[config.mk]
export PLATFORM = sky130hd
export DESIGN_NAME = host_bus_ctrl
export DESIGN_NICKNAME = d
export VERILOG_FILES = /design/src/rtl/hbc_pkg.sv /design/src/rtl/hbc_sync.sv /design/src/rtl/hbc_grant_fsm.sv /design/src/rtl/hbc_access.sv /design/src/rtl/hbc_ready.sv /design/src/rtl/host_bus_ctrl.sv
export SDC_FILE = /design/constraint.sdc
export NUM_CORES = 1
export LEC_CHECK = 0
export BUFFER_PORTS_ARGS = -buffer_cell sky130_fd_sc_hd__buf_4
export CAP_MARGIN = 40
export CORE_AREA = 2 2 42 44
export CTS_CLUSTER_SIZE = 16
export DETAILED_ROUTE_END_ITERATION = 6
export DIE_AREA = 0 0 44 46
export MAX_ROUTING_LAYER = met4
export PLACE_DENSITY = 0.68
export RECOVER_POWER = 25
export SLEW_MARGIN = 40
export SYNTH_ARGS = -nofsm -noshare
export SYNTH_HDL_FRONTEND = slang
export SYNTH_SLANG_ARGS = --single-unit
[constraint.sdc]
create_clock -name clk_i -period 1.23 [get_ports clk_i]
set_clock_uncertainty 0.05 [all_clocks]
set_input_delay 0.0615 -clock clk_i [delete_from_list [all_inputs] [get_ports clk_i]]
set_output_delay 0.0615 -clock clk_i [all_outputs]
set_load 0.01 [all_outputs]
[src/rtl/hbc_pkg.sv]
package hbc_pkg;
  typedef enum logic [1:0] {
    HB_OWN     = 2'd0,
    HB_FLOAT   = 2'd1,
    HB_GRANT   = 2'd2,
    HB_RESTORE = 2'd3
  } hb_state_e;
endpackage

[src/rtl/hbc_sync.sv]
module hbc_sync #(
  parameter int W = 1
) (
  input  logic         clk_i,
  input  logic         rst_ni,
  input  logic [W-1:0] d_i,
  output logic [W-1:0] q_o
);
  logic [W-1:0] s1_q, s2_q;

  // active-low inputs: reset to deasserted
  always_ff @(posedge clk_i or negedge rst_ni) begin
    if (!rst_ni) begin
      s1_q <= '1;
      s2_q <= '1;
    end else begin
      s1_q <= d_i;
      s2_q <= s1_q;
    end
  end

  assign q_o = s2_q;
endmodule

[src/rtl/hbc_grant_fsm.sv]
module hbc_grant_fsm
  import hbc_pkg::*;
(
  input  logic clk_i,
  input  logic rst_ni,
  input  logic req_i,
  input  logic busy_i,
  output logic grant_no,
  output logic float_o
);
  hb_state_e state_q, state_d;

  always_comb begin
    state_d = state_q;
    unique case (state_q)
      HB_OWN:     if (req_i && !busy_i) state_d = HB_FLOAT;
      HB_FLOAT:   state_d = req_i ? HB_GRANT : HB_OWN;
      HB_GRANT:   if (!req_i) state_d = HB_RESTORE;
      HB_RESTORE: state_d = HB_OWN;
      default:    state_d = HB_OWN;
    endcase
  end

  always_ff @(posedge clk_i or negedge rst_ni) begin
    if (!rst_ni) state_q <= HB_OWN;
    else         state_q <= state_d;
  end

  assign grant_no = (state_q != HB_GRANT);
  assign float_o  = (state_q != HB_OWN);
endmodule

[src/rtl/hbc_access.sv]
module hbc_access #(
  parameter int ACC_LEN = 3
) (
  input  logic clk_i,
  input  logic rst_ni,
  input  logic core_req_i,
  input  logic bus_free_i,
  input  logic susp_i,
  output logic busy_o,
  output logic ack_o
);
  localparam int CW = (ACC_LEN > 1) ? $clog2(ACC_LEN) : 1;
  localparam logic [CW-1:0] LAST = CW'(ACC_LEN - 1);

  logic          busy_q;
  logic [CW-1:0] cnt_q;

  always_ff @(posedge clk_i or negedge rst_ni) begin
    if (!rst_ni) begin
      busy_q <= 1'b0;
      cnt_q  <= '0;
    end else if (!busy_q) begin
      if (core_req_i && bus_free_i && !susp_i) begin
        busy_q <= 1'b1;
        cnt_q  <= '0;
      end
    end else if (!susp_i) begin
      // suspend freezes an access in flight
      if (cnt_q == LAST) busy_q <= 1'b0;
      else               cnt_q  <= cnt_q + 1'b1;
    end
  end

  assign busy_o = busy_q;
  assign ack_o  = busy_q && !susp_i && (cnt_q == LAST);
endmodule

[src/rtl/hbc_ready.sv]
module hbc_ready #(
  parameter int RDY_WAIT = 2
) (
  input  logic clk_i,
  input  logic rst_ni,
  input  logic sel_i,
  input  logic push_i,
  output logic rdy_o,
  output logic rdy_oe_o
);
  localparam int WCW = $clog2(RDY_WAIT + 1);
  localparam logic [WCW-1:0] WMAX = WCW'(RDY_WAIT);

  logic [WCW-1:0] cnt_q;
  logic           done;

  always_ff @(posedge clk_i or negedge rst_ni) begin
    if (!rst_ni)            cnt_q <= '0;
    else if (!sel_i)        cnt_q <= '0;
    else if (cnt_q != WMAX) cnt_q <= cnt_q + 1'b1;
  end

  assign done     = (cnt_q == WMAX);
  assign rdy_o    = !sel_i || done;
  assign rdy_oe_o = sel_i && (push_i || !done);
endmodule

[src/rtl/host_bus_ctrl.sv]
module host_bus_ctrl #(
  parameter int N_CS     = 4,
  parameter int ACC_LEN  = 3,
  parameter int RDY_WAIT = 2,
  localparam int IDW     = (N_CS > 1) ? $clog2(N_CS) : 1
) (
  input  logic            clk_i,
  input  logic            rst_ni,
  input  logic            host_req_ni,
  input  logic            suspend_ni,
  input  logic [N_CS-1:0] cs_ni,
  input  logic [IDW-1:0]  self_id_i,
  input  logic            rdy_push_i,
  input  logic            core_req_i,
  output logic            host_grant_no,
  output logic            bus_oe_o,
  output logic            core_stall_o,
  output logic            core_ack_o,
  output logic            host_rdy_o,
  output logic            host_rdy_oe_o
);
  localparam int SW = N_CS + 2;

  logic [SW-1:0]   sync_q;
  logic [N_CS-1:0] cs_s;
  logic            req_s, susp_s, sel_s;
  logic            acc_busy, floated;

  hbc_sync #(.W(SW)) u_sync (
    .clk_i  (clk_i),
    .rst_ni (rst_ni),
    .d_i    ({host_req_ni, suspend_ni, cs_ni}),
    .q_o    (sync_q)
  );

  assign req_s  = !sync_q[N_CS+1];
  assign susp_s = !sync_q[N_CS];
  assign cs_s   = ~sync_q[N_CS-1:0];
  assign sel_s  = cs_s[self_id_i] && req_s;

  hbc_grant_fsm u_fsm (
    .clk_i    (clk_i),
    .rst_ni   (rst_ni),
    .req_i    (req_s),
    .busy_i   (acc_busy),
    .grant_no (host_grant_no),
    .float_o  (floated)
  );

  hbc_access #(.ACC_LEN(ACC_LEN)) u_acc (
    .clk_i      (clk_i),
    .rst_ni     (rst_ni),
    .core_req_i (core_req_i),
    .bus_free_i (!floated && !req_s),
    .susp_i     (susp_s),
    .busy_o     (acc_busy),
    .ack_o      (core_ack_o)
  );

  hbc_ready #(.RDY_WAIT(RDY_WAIT)) u_rdy (
    .clk_i    (clk_i),
    .rst_ni   (rst_ni),
    .sel_i    (sel_s),
    .push_i   (rdy_push_i),
    .rdy_o    (host_rdy_o),
    .rdy_oe_o (host_rdy_oe_o)
  );

  assign bus_oe_o     = !floated && !susp_s;
  assign core_stall_o = core_req_i && !core_ack_o;
endmodule

==> results of run 1 <==
==> sequential cells by signal (all words and copies together) (netlist names), named ones only <==
register / count
u_acc.busy_o: 1
u_acc.cnt_q: 2
u_fsm.state_q: 1
u_rdy.cnt_q: 2
u_sync.q_o: 6
u_sync.s1_q: 6
==> metrics by stage <==
step / std cells / utilization
3_3_place_gp: 89 / 0.5442
6_report: 108 / 0.6698
5_1_grt: 108 / 0.6698
3_5_place_dp: 89 / 0.5442
4_1_cts: 106 / 0.6481
2_1_floorplan: 54 / -
==> area by class of cell <==
type / instances / share of cell area
inverter: 3 / 0.01042
timing repair buffer: 33 / 0.2569
tap: 17 / 0.01968
clock inverter: 1 / 0.004630
clock buffer: 3 / 0.02083
multi-input combinational: 32 / 0.2338
sequential: 19 / 0.4537
==> how the worst max path moves through the flow <==
stage	slack, ns	cells after the start	endpoint	start
floorplan	-0.006	3	u_acc.cnt_q[0]$_DFFE_PN0P_	u_sync.q_o[4]$_DFF_PN1_
global placement	0.04	4	host_rdy_o	u_sync.q_o[5]$_DFF_PN1_
detailed placement	-0.02	3	u_acc.cnt_q[1]$_DFFE_PN0P_	u_sync.q_o[4]$_DFF_PN1_
CTS	-0.29	4	host_rdy_o	u_sync.q_o[5]$_DFF_PN1_
global route	-0.35	4	host_rdy_o	u_sync.q_o[3]$_DFF_PN1_
finish	-0.27	4	host_rdy_o	u_sync.q_o[3]$_DFF_PN1_
==> metal layers <==
metal | vias to the layer above | track usage | routed length [um]
met5 | - | - | 0
met4 | 0 | 0.1091 | 12
met3 | 2 | 0.03571 | 52
met2 | 10 | 0.2441 | 674
met1 | 244 | 0.1718 | 474
li1 | 256 | - | -
==> cell families after synthesis <==
family | after synthesis | share of synthesized area
compound gates | 8 | 0.07168
xor+xnor | 1 | 0.01224
fa+ha+maj | 2 | 0.03496
buf+inv | 3 | 0.01573
simple gates | 19 | 0.1521
flops | 19 | 0.6853
mux | 2 | 0.02797
==> report_power, final <==
part	internal, W	switching [W]
logic	0.000338	0.000221
clock network	0.000121	0.000181
registers	0.000741	0.0000927
total	0.00120	0.000494
==> cell usage in the layout (no fill, tap or decap) <==
cell type and count:
buf_4 21, dfstp_2 12, dfrtp_1 7, dlygate4sd3_1 7
nor2_1 4, buf_6 4, nand2_1 3, clkbuf_4 3
inv_1 2, nor2b_1 2, mux2i_1 2, a21oi_1 2
nand2b_1 2, nand2b_4 1, and3_4 1, nor3b_4 1
and4b_2 1, a21o_1 1, a22oi_2 1, or2_1 1
a21oi_2 1, inv_2 1, nor2_2 1, o21ai_0 1
nand3b_1 1, o22ai_1 1, xor2_1 1, nor3_1 1
o21ai_1 1, ha_4 1, ha_1 1, clkinv_2 1
clkbuf_2 1
==> critical path, delay by kind of cell (launching register included) <==
family,cells,cell delay (ns)
flip-flops,1,0.53
AO/OA/AOI/OAI,1,0.26
buffers and inverters,1,0.11
AND/OR/NAND/NOR,1,0.13
multiplexers,1,0.07
==> timing repair <==
item                                    4_1_cts  5_1_grt
setup buffers                                 6        2
endpoints found under the setup margin        7       11
resized for setup                             6        6
pin swaps                                     1        4
hold endpoints to repair                     25        0
hold buffers                                  7        0
==> key figures, run 1 <==
Synthesis
  • Syn Inst Count: 54
  • Seq/Total Area, Yosys: 0.6853
  • Yosys top cell by area: dfstp_2
  • Synthesized cell area: around 700 um2
  • Post-synth EDFFs: 0
  • Most common cell in the netlist: dfstp_2
  • Commonest cells post-synth: dfstp_2 (12), dfrtp_1 (7), nor2_1 (5)
  • Synthesized Nets: around 70
  • Synth Warn #: 0
  • Async S/R FF share, synth: 1.000
  • Synth area leaders: dfstp_2 (44%), dfrtp_1 (24%), ha_1 (3.5%), mux2i_1 (2.8%), nand2b_1 (2.6%)
  • Syn Area/Cell: ~13 um2
  • Top FF cell, synth: dfstp_2
  • #FFs+latches synth: 19
  • Netlist cell types: 21
  • Share of the synthesized area in the top cell type: 0.4406

Power and ir drop
  • Final Power: roughly 0.0017 W
  • Pwr/cell area: 1567 nW/um2
  • Static leakage: between 0.5 and 0.6 nW
  • VDD IR max: 815.0 uV

Min path
  • Worst Hold Class: in2reg
  • Worst hold path depth: 3
  • Hold Crit Endpoint: u_acc.cnt_q[0]$_DFFE_PN0P_
  • Worst Hold Launch: core_req_i

Floorplanning
  • IO Pins: 18
  • Die area: around 2000 um2
  • Die width: roughly 44 um
  • Row cnt: 15
  • CORE AREA: 1614 um2
  • Initial Util: 0.4434
  • Die Y: around 46 um

Critical path
  • Worst endpoint data arrival time: approximately 1.4 ns
  • Crit Path Class: reg2out
  • Flop2flop setup slack: -0.05 ns
  • CP cell instances: mux2i_1, a22oi_2, or2_1, buf_4
  • CP peak stage delay: approximately 0.53 ns
  • Worst-path maximum fanout: 3
  • Slowest-stage cell, CP: dfstp_2
  • Worst r2r path cells: 5
  • RR Endpoint: u_rdy.cnt_q[1]$_DFFE_PN0P_
  • CP startpoint kind: flip-flop
  • Req. time, crit path: roughly 1.1 ns
  • Crit end category: primary output
  • Reg2Reg Launch Point: u_sync.q_o[3]$_DFF_PN1_

Outcome
  • Status: finished, violations left
  • Failing checks: negative setup slack

Job
  • # Max-Cap Violations: 0

Timing
  • Fmax: roughly 670 MHz
  • Period minus WS final: 1.499 ns
  • Final Setup Violations: 9
  • Hold WS: between 0.15 and 0.2 ns
  • Crit share post-route: 1.219
  • Worst-margin pin slew: approximately 0.44 ns
  • Setup TNS: -0.9226 ns
  • RSZ-0062 raised after global routing: true
  • Slew Limit Fails: 0
  • Relative slew slack: 0.7092
  • Worst Slack Setup Final: -0.2693 ns
  • Final hold violation count: 0

Drt
  • Routed wire length per instance: between 10 and 15 um
  • ANT nets after route: 0
  • Total Wirelength: between 1000 and 1500 um
  • First-pass detailed-route iteration total: 3
  • Initial drt markers: 4
  • Residual DRC: 0
  • Vias: a little over 500
  • Vias per cell: roughly 4.7

Clock network
  • CTS H-tree lvls: 1
  • Clock Tree Buf Depth: 2
  • Worst-Skew Late Latency: approximately 0.29 ns
  • Clock Sinks: 19
  • Num CTS Buffers: 3
  • Reg clk slew, reported paths: roughly 0.1 ns
  • CTS tree: done
  • CTS Root Cell: clkbuf_4

Global route
  • First-pass GRT wire length: 2076 um
  • Largest net degree at the start of global routing: 20
  • GRT Total Usage: 0.1543
  • Initial antenna violation count: 0
  • Number of global-route vias before repair: 520
  • Grt ovf: 0

Place
  • Post-DP Area: just under 900 um2
  • Routability cong.: between 0.6 and 0.7
  • Placement Setup Slack: -0.01749 ns
  • DP HPWL: between 700 and 800 um
  • Port-buffer cells: 17

Cells and area
  • Ant diodes: 0
  • Nets@finish: roughly 110
  • Sequential cell area: just under 500 um2
  • Layout cells sized above 1: 0.5604
  • FILL cells: roughly 120
  • P&R area growth vs syn: 51.05%
  • Area of the multi-input gates: 252.7 um2
  • Post-route cell area: 1081 um2
Power figures use the tool's default switching activity.
==> inputs of run 2 (changes only) <==
--- a/config.mk
+++ b/config.mk
@@ -12,7 +12,7 @@
 export DETAILED_ROUTE_END_ITERATION = 6
 export DIE_AREA = 0 0 44 46
 export MAX_ROUTING_LAYER = met4
-export PLACE_DENSITY = 0.68
+export PLACE_DENSITY = 0.7
 export RECOVER_POWER = 25
 export SLEW_MARGIN = 40
 export SYNTH_ARGS = -nofsm -noshare
==> run 2 against run 1 <==
  * The run still ends with negative setup slack left
  * Sequential share of layout area increased by 1.2 points
  * Worst setup slack improved by 0.011 ns
  * Hold slack got worse by 0.031 ns
  * Critical path depth unchanged
  * Routed wire length is 5.7% lower
  * Via count is 2.9% lower
  * Global-route usage shrank 1.6 points
  * Sequential power grew 1%
==> key figures, run 2 (synthesis gave the netlist of run 1 again) <==
Timing
  • Crit share post-route: 1.210
  • Hold WS: 0.1259 ns
  • Slew Limit Fails: 0
  • Final Setup Violations: 8
  • Final hold violation count: 0
  • Relative slew slack: 0.6989
  • Worst-margin pin slew: approximately 0.45 ns
  • Fmax: 672.0 MHz
  • Period minus WS final: 1.488 ns
  • RSZ-0062 raised after global routing: true
  • Worst Slack Setup Final: -0.2581 ns

Global route
  • First-pass GRT wire length: around 1900 um
  • Largest net degree at the start of global routing: 20
  • Initial antenna violation count: 0
  • Grt ovf: 0
  • Number of global-route vias before repair: 460
  • GRT Total Usage: 0.1387

Drt
  • ANT nets after route: 0
  • Routed wire length per instance: between 10 and 15 um
  • Total Wirelength: approximately 1100 um
  • Vias: 497
  • Residual DRC: 0
  • First-pass detailed-route iteration total: 2
  • Initial drt markers: 3
  • Vias per cell: about 4.8

Place
  • Routability cong.: 0.5991
  • Placed Instances: 88
  • Port-buffer cells: 17
  • Post-DP Area: between 800 and 900 um2

Cells and area
  • Most frequent cells in the layout: buf_4 (18), dfstp_2 (12), dfrtp_1 (7), dlygate4sd3_1 (7), nor2_1 (5)
  • P&R area growth vs syn: 47.03%
  • Ant diodes: 0
  • Commonest non-fill, non-tap cell in the layout: buf_4
  • Nets@finish: between 100 and 150
  • Layout cells sized above 1: 0.5402
  • Post-Layout Cell Count: 104
  • Post-route cell area: ~1100 um2

Outcome
  • Status: finished, violations left
  • Failing checks: negative setup slack

Min path
  • Worst hold path depth: 4
  • Worst Hold Launch: self_id_i[0]
  • Worst Hold Class: in2reg
  • Hold Crit Endpoint: u_rdy.cnt_q[0]$_DFFE_PN0P_

Critical path
  • Slowest-stage cell, CP: dfstp_2
  • Worst Path Buf+Inv: 1
  • Crit Path Class: reg2out
  • Crit end category: primary output
  • CP cell instances: mux2i_1, a22oi_2, or2_1, buf_4
  • Req. time, crit path: 1.12 ns
  • Critical path depth: 4
  • Worst r2r path cells: 5
  • RR Endpoint: u_acc.cnt_q[1]$_DFFE_PN0P_
  • Flop2flop setup slack: -0.07 ns
  • Worst endpoint data arrival time: between 1 and 1.5 ns
  • CP startpoint kind: flip-flop
  • Worst-path maximum fanout: 4
  • CP peak stage delay: between 0.5 and 0.6 ns
  • Reg2Reg Launch Point: u_acc.cnt_q[1]$_DFFE_PN0P_
  • Family with the most delay on the worst path: flip-flops

Floorplanning
  • CORE AREA: 1614 um2
  • Die area: ~2000 um2
  • IO Pins: 18
  • Die Y: approximately 46 um
  • Row cnt: 15
  • Die width: around 44 um
  • Initial Util: 0.4434

Power and ir drop
  • VDD IR max: about 900 uV
  • Static leakage: ~0.5 nW
  • Pwr/cell area: 1596 nW/um2

Clock network
  • CTS Root Cell: clkbuf_4
  • Worst-Skew Late Latency: 0.28 ns
  • CTS H-tree lvls: 1
  • Clock Tree Buf Depth: 2
  • Clock Sinks: 19
  • CTS tree: done
  • Num CTS Buffers: 3
  • Reg clk slew, reported paths: around 0.10 ns

Job
  • # Max-Cap Violations: 0
[run 2: worst max path at each step]
stage | slack, ns | endpoint | from
5_1_grt | -0.34 | host_rdy_o | u_sync.q_o[3]$_DFF_PN1_
3_5_place_dp | -0.001 | u_acc.cnt_q[0]$_DFFE_PN0P_ | u_sync.q_o[4]$_DFF_PN1_
2_1_floorplan | -0.006 | u_acc.cnt_q[0]$_DFFE_PN0P_ | u_sync.q_o[4]$_DFF_PN1_
6_report | -0.26 | host_rdy_o | u_sync.q_o[3]$_DFF_PN1_
3_3_place_gp | 0.05 | host_rdy_o | u_sync.q_o[5]$_DFF_PN1_
4_1_cts | -0.30 | host_rdy_o | u_sync.q_o[5]$_DFF_PN1_
[run 2: timing repair]
item / in CTS / in global routing
pin swaps: 2 / 4
setup endpoints to repair: 7 / 8
resized for setup: 8 / 4
buffers inserted: 3 / 2
hold buffers: 7 / 0
hold endpoints to repair: 25 / 0
[run 2: layer usage]
layer / wire length (um) / track usage
met5: 0 / -
met4: 39 / 0.1152
met3: 46 / 0.02381
met2: 614 / 0.2235
met1: 445 / 0.1491
[run 2: final cells by class]
cell class	count	area, um2
clock buffer	4	26.28
fill	140	561.8
inverter	3	11.26
multi-input combinational	32	259.0
sequential	19	490.5
tap	17	21.27
timing repair buffer	29	244.0
[run 2: stage by stage]
step | setup TNS [ns] | setup WS, ns | total power, W | utilization
after floorplan | -0.009432 | -0.005630 | 0.001045 | -
after global placement | 0 | 0.05129 | 0.001179 | 0.5395
after detailed placement | -0.001428 | -0.001428 | 0.001196 | 0.5395
after CTS | -0.9322 | -0.2968 | 0.001606 | 0.6326
after global routing | -1.531 | -0.3428 | 0.001780 | 0.6519
final | -0.9043 | -0.2581 | 0.001679 | 0.6519
[run 2: report_power, final]
| group | switching (W) | internal (W) | leakage [nW] |
|---|---|---|---|
| logic | 0.000219 | 0.000319 | 0.263 |
| registers | 0.000102 | 0.000741 | 0.216 |
| clock network | 0.000172 | 0.000126 | 0.0150 |
| total | 0.000494 | 0.00119 | 0.495 |
[run 2: tightest hold or removal path, cell delays in order]
cell and delay (ns):
buf_4 0.08, nor2_1 0.04, a22oi_2 0.18, nor2_1 0.07
==> inputs of run 3 (changes only) <==
--- a/config.mk
+++ b/config.mk
@@ -5,12 +5,13 @@
 export SDC_FILE = /design/constraint.sdc
 export NUM_CORES = 1
 export LEC_CHECK = 0
+export ABC_AREA = 1
 export BUFFER_PORTS_ARGS = -buffer_cell sky130_fd_sc_hd__buf_4
 export CAP_MARGIN = 40
-export CORE_AREA = 2 2 42 44
+export CORE_AREA = 2 2 43 45
 export CTS_CLUSTER_SIZE = 16
 export DETAILED_ROUTE_END_ITERATION = 6
-export DIE_AREA = 0 0 44 46
+export DIE_AREA = 0 0 45 47
 export MAX_ROUTING_LAYER = met4
 export PLACE_DENSITY = 0.7
 export RECOVER_POWER = 25
==> run 3 against run 2 <==
  * The flow still finishes with violations (negative setup slack)
  * Routed wire length fell by 2.2%
  * Maximum frequency grew 8.8%
  * Non-clock buffer count decreased by 1
  * Combinational power decreased by 19%
  * Largest power group unchanged
==> key figures, run 3 <==
Place
  • DP HPWL: 792 um
  • Routability cong.: between 0.7 and 0.8
  • Port-buffer cells: 17
  • Placed Instances: slightly above 100
  • Placement Setup Slack: between 0.07 and 0.08 ns

Clock network
  • Clock Sinks: 19
  • Reg clk slew, reported paths: 0.10 ns
  • CTS tree: done
  • Clock Tree Buf Depth: 2
  • Worst-Skew Late Latency: 0.28 ns
  • CTS Root Cell: clkbuf_4
  • CTS H-tree lvls: 1
  • Num CTS Buffers: 3

Timing
  • Final Setup Violations: 5
  • Final hold violation count: 0
  • Worst Slack Setup Final: -0.1377 ns
  • RSZ-0062 raised after global routing: true
  • Relative slew slack: 0.7083
  • Fmax: between 700 and 800 MHz
  • Slew Limit Fails: 0
  • Hold WS: 0.06099 ns
  • Worst-margin pin slew: 0.4376 ns
  • Period minus WS final: between 1 and 1.5 ns
  • Crit share post-route: 1.112

Floorplanning
  • Die area: 2115 um2
  • Die Y: about 47 um
  • Initial Util: 0.4515
  • IO Pins: 18
  • CORE AREA: between 1500 and 2000 um2
  • Die width: around 45 um
  • Row cnt: 15

Drt
  • ANT nets after route: 0
  • Routed wire length per instance: ~9.7 um
  • First-pass detailed-route iteration total: 3
  • Total Wirelength: ~1100 um
  • Residual DRC: 0
  • Initial drt markers: 7
  • Vias per cell: 4.543
  • Vias: between 500 and 600

Min path
  • Worst Hold Launch: core_req_i
  • Worst Hold Class: in2reg
  • Hold Crit Endpoint: u_acc.busy_o$_DFF_PN0_
  • Worst hold path depth: 3

Synthesis
  • Synth area leaders: dfstp_2 (42%), dfrtp_1 (23%), inv_1 (6.0%), nand2_1 (5.5%), nand4_1 (4.2%)
  • Syn Area/Cell: ~11 um2
  • Top FF cell, synth: dfstp_2
  • #FFs+latches synth: 19
  • Seq/Total Area, Yosys: 0.6577
  • Yosys top cell by area: dfstp_2
  • Synth Warn #: 0
  • Async S/R FF share, synth: 1.000
  • Synthesized Nets: a little over 80
  • Share of the synthesized area in the top cell type: 0.4228
  • Synthesized cell area: 745.7 um2
  • Post-synth EDFFs: 0
  • Syn Inst Count: 67
  • Commonest cells post-synth: dfstp_2 (12), inv_1 (12), nand2_1 (11), dfrtp_1 (7), nand4_1 (5)
  • Netlist cell types: 15

Critical path
  • Family with the most delay on the worst path: flip-flops
  • CP startpoint kind: flip-flop
  • Crit end category: primary output
  • Worst-path maximum fanout: 3
  • CP peak stage delay: 0.39 ns
  • Slowest-stage cell, CP: dfrtp_1
  • Worst r2r path cells: 5
  • Worst endpoint data arrival time: around 1.3 ns
  • Reg2Reg Launch Point: u_sync.q_o[4]$_DFF_PN1_
  • Req. time, crit path: around 1.1 ns
  • Flop2flop setup slack: 0.06 ns
  • Crit Path Class: reg2out
  • CP cell instances: inv_1, ha_2, nand2_2, o21ai_1, inv_1, buf_6
  • RR Endpoint: u_acc.cnt_q[0]$_DFFE_PN0P_
  • Most frequent CP cell: inv_1
  • Worst Path Buf+Inv: 3

Global route
  • Number of global-route vias before repair: just over 500
  • Initial antenna violation count: 0
  • Grt ovf: 0
  • First-pass GRT wire length: 2049 um
  • Largest net degree at the start of global routing: 20
  • GRT Total Usage: 0.1397

Power and ir drop
  • Static leakage: just over 0.5 nW
  • Pwr/cell area: 1480 nW/um2
  • VDD IR max: around 860 uV

Cells and area
  • Commonest non-fill, non-tap cell in the layout: buf_4
  • Ant diodes: 0
  • Most frequent cells in the layout: buf_4 (18), dfstp_2 (12), inv_1 (10)
  • Post-Layout Cell Count: 116
  • FILL cells: ~130
  • Post-layout util: 0.6356
  • Layout cells sized above 1: 0.5051
  • Nets@finish: 114
  • P&R area growth vs syn: 40.77%

Outcome
  • Status: finished, violations left
  • Failing checks: negative setup slack

Job
  • # Max-Cap Violations: 0
## run 3: changes by cell type after synthesis, sizes merged, moves of 3 or more
cell,delta
inv,+9
nand3,+6
nand2,+9
nand4,+5
a21oi,-3
nand2b,-3
## run 3: area by class of cell
cell class	instances	area, um2	share of cell area
inverters	12	45.04	0.04291
clock inverters	1	7.507	0.007151
multi-input cells	36	230.2	0.2193
repair buffers	28	232.7	0.2217
well taps	17	21.27	0.02026
clock buffers	3	22.52	0.02145
flip-flops and latches	19	490.5	0.4672
## run 3: worst reg2reg max path: stages, from the launching register on
cell     delay (ns)
dfstp_2        0.57
inv_2          0.05
nor2_1         0.07
nand4_1        0.15
nand3_1        0.12
o21ai_1        0.06
## run 3: cells by family after synthesis
kind of cell               synth area share
adders and majority gates           0.03355
AOI/OAI and AO/OA                   0.03524
DFF                                  0.6577
buffers and inverters               0.06040
and+or+nand+nor                      0.2131
## run 3: stage by stage
| stage | area, um2 | power, W | TNS (ns) |
|---|---|---|---|
| after detailed placement | 894.6 | 0.001172 | 0 |
| final | 1050 | 0.001554 | -0.4203 |
| after floorplan | 745.7 | 0.001025 | 0 |
| after global placement | 894.6 | 0.001160 | 0 |
| after CTS | 1044 | 0.001553 | -0.4731 |
| after global routing | 1050 | 0.001685 | -0.8448 |
## run 3: worst max path at each step
stage                                     from                    endpoint  slack (ns)  cells after the start
finish              u_acc.cnt_q[0]$_DFFE_PN0P_                core_stall_o       -0.14                      6
global route           u_sync.q_o[1]$_DFF_PN1_               host_rdy_oe_o       -0.23                      6
CTS                    u_sync.q_o[0]$_DFF_PN1_               host_rdy_oe_o       -0.16                      6
detailed placement  u_acc.cnt_q[0]$_DFFE_PN0P_  u_acc.cnt_q[1]$_DFFE_PN0P_        0.08                      5
global placement    u_acc.cnt_q[0]$_DFFE_PN0P_  u_acc.cnt_q[1]$_DFFE_PN0P_        0.08                      5
floorplan           u_acc.cnt_q[0]$_DFFE_PN0P_  u_acc.cnt_q[0]$_DFFE_PN0P_        0.15                      5
## run 3: power breakdown
part	internal (W)	switching [W]
sequential	0.000740	0.0000738
combinational	0.000224	0.000211
clock	0.000123	0.000182
## run 3: per-layer routing
layer	global-route usage	vias up	wire length, um
met5	-	-	0
met4	0.07059	0	14
met3	0.02308	2	41
met1	0.1895	233	536
li1	-	281	-
met2	0.2029	11	528
## run 3: repair_timing
action                                 4_1_cts  5_1_grt
resized for setup                            9        5
endpoints found under the hold margin       25        0
setup endpoints to repair                    5        9
pin swaps                                    6        5
buffers inserted                             4        0
hold buffers                                 7        0
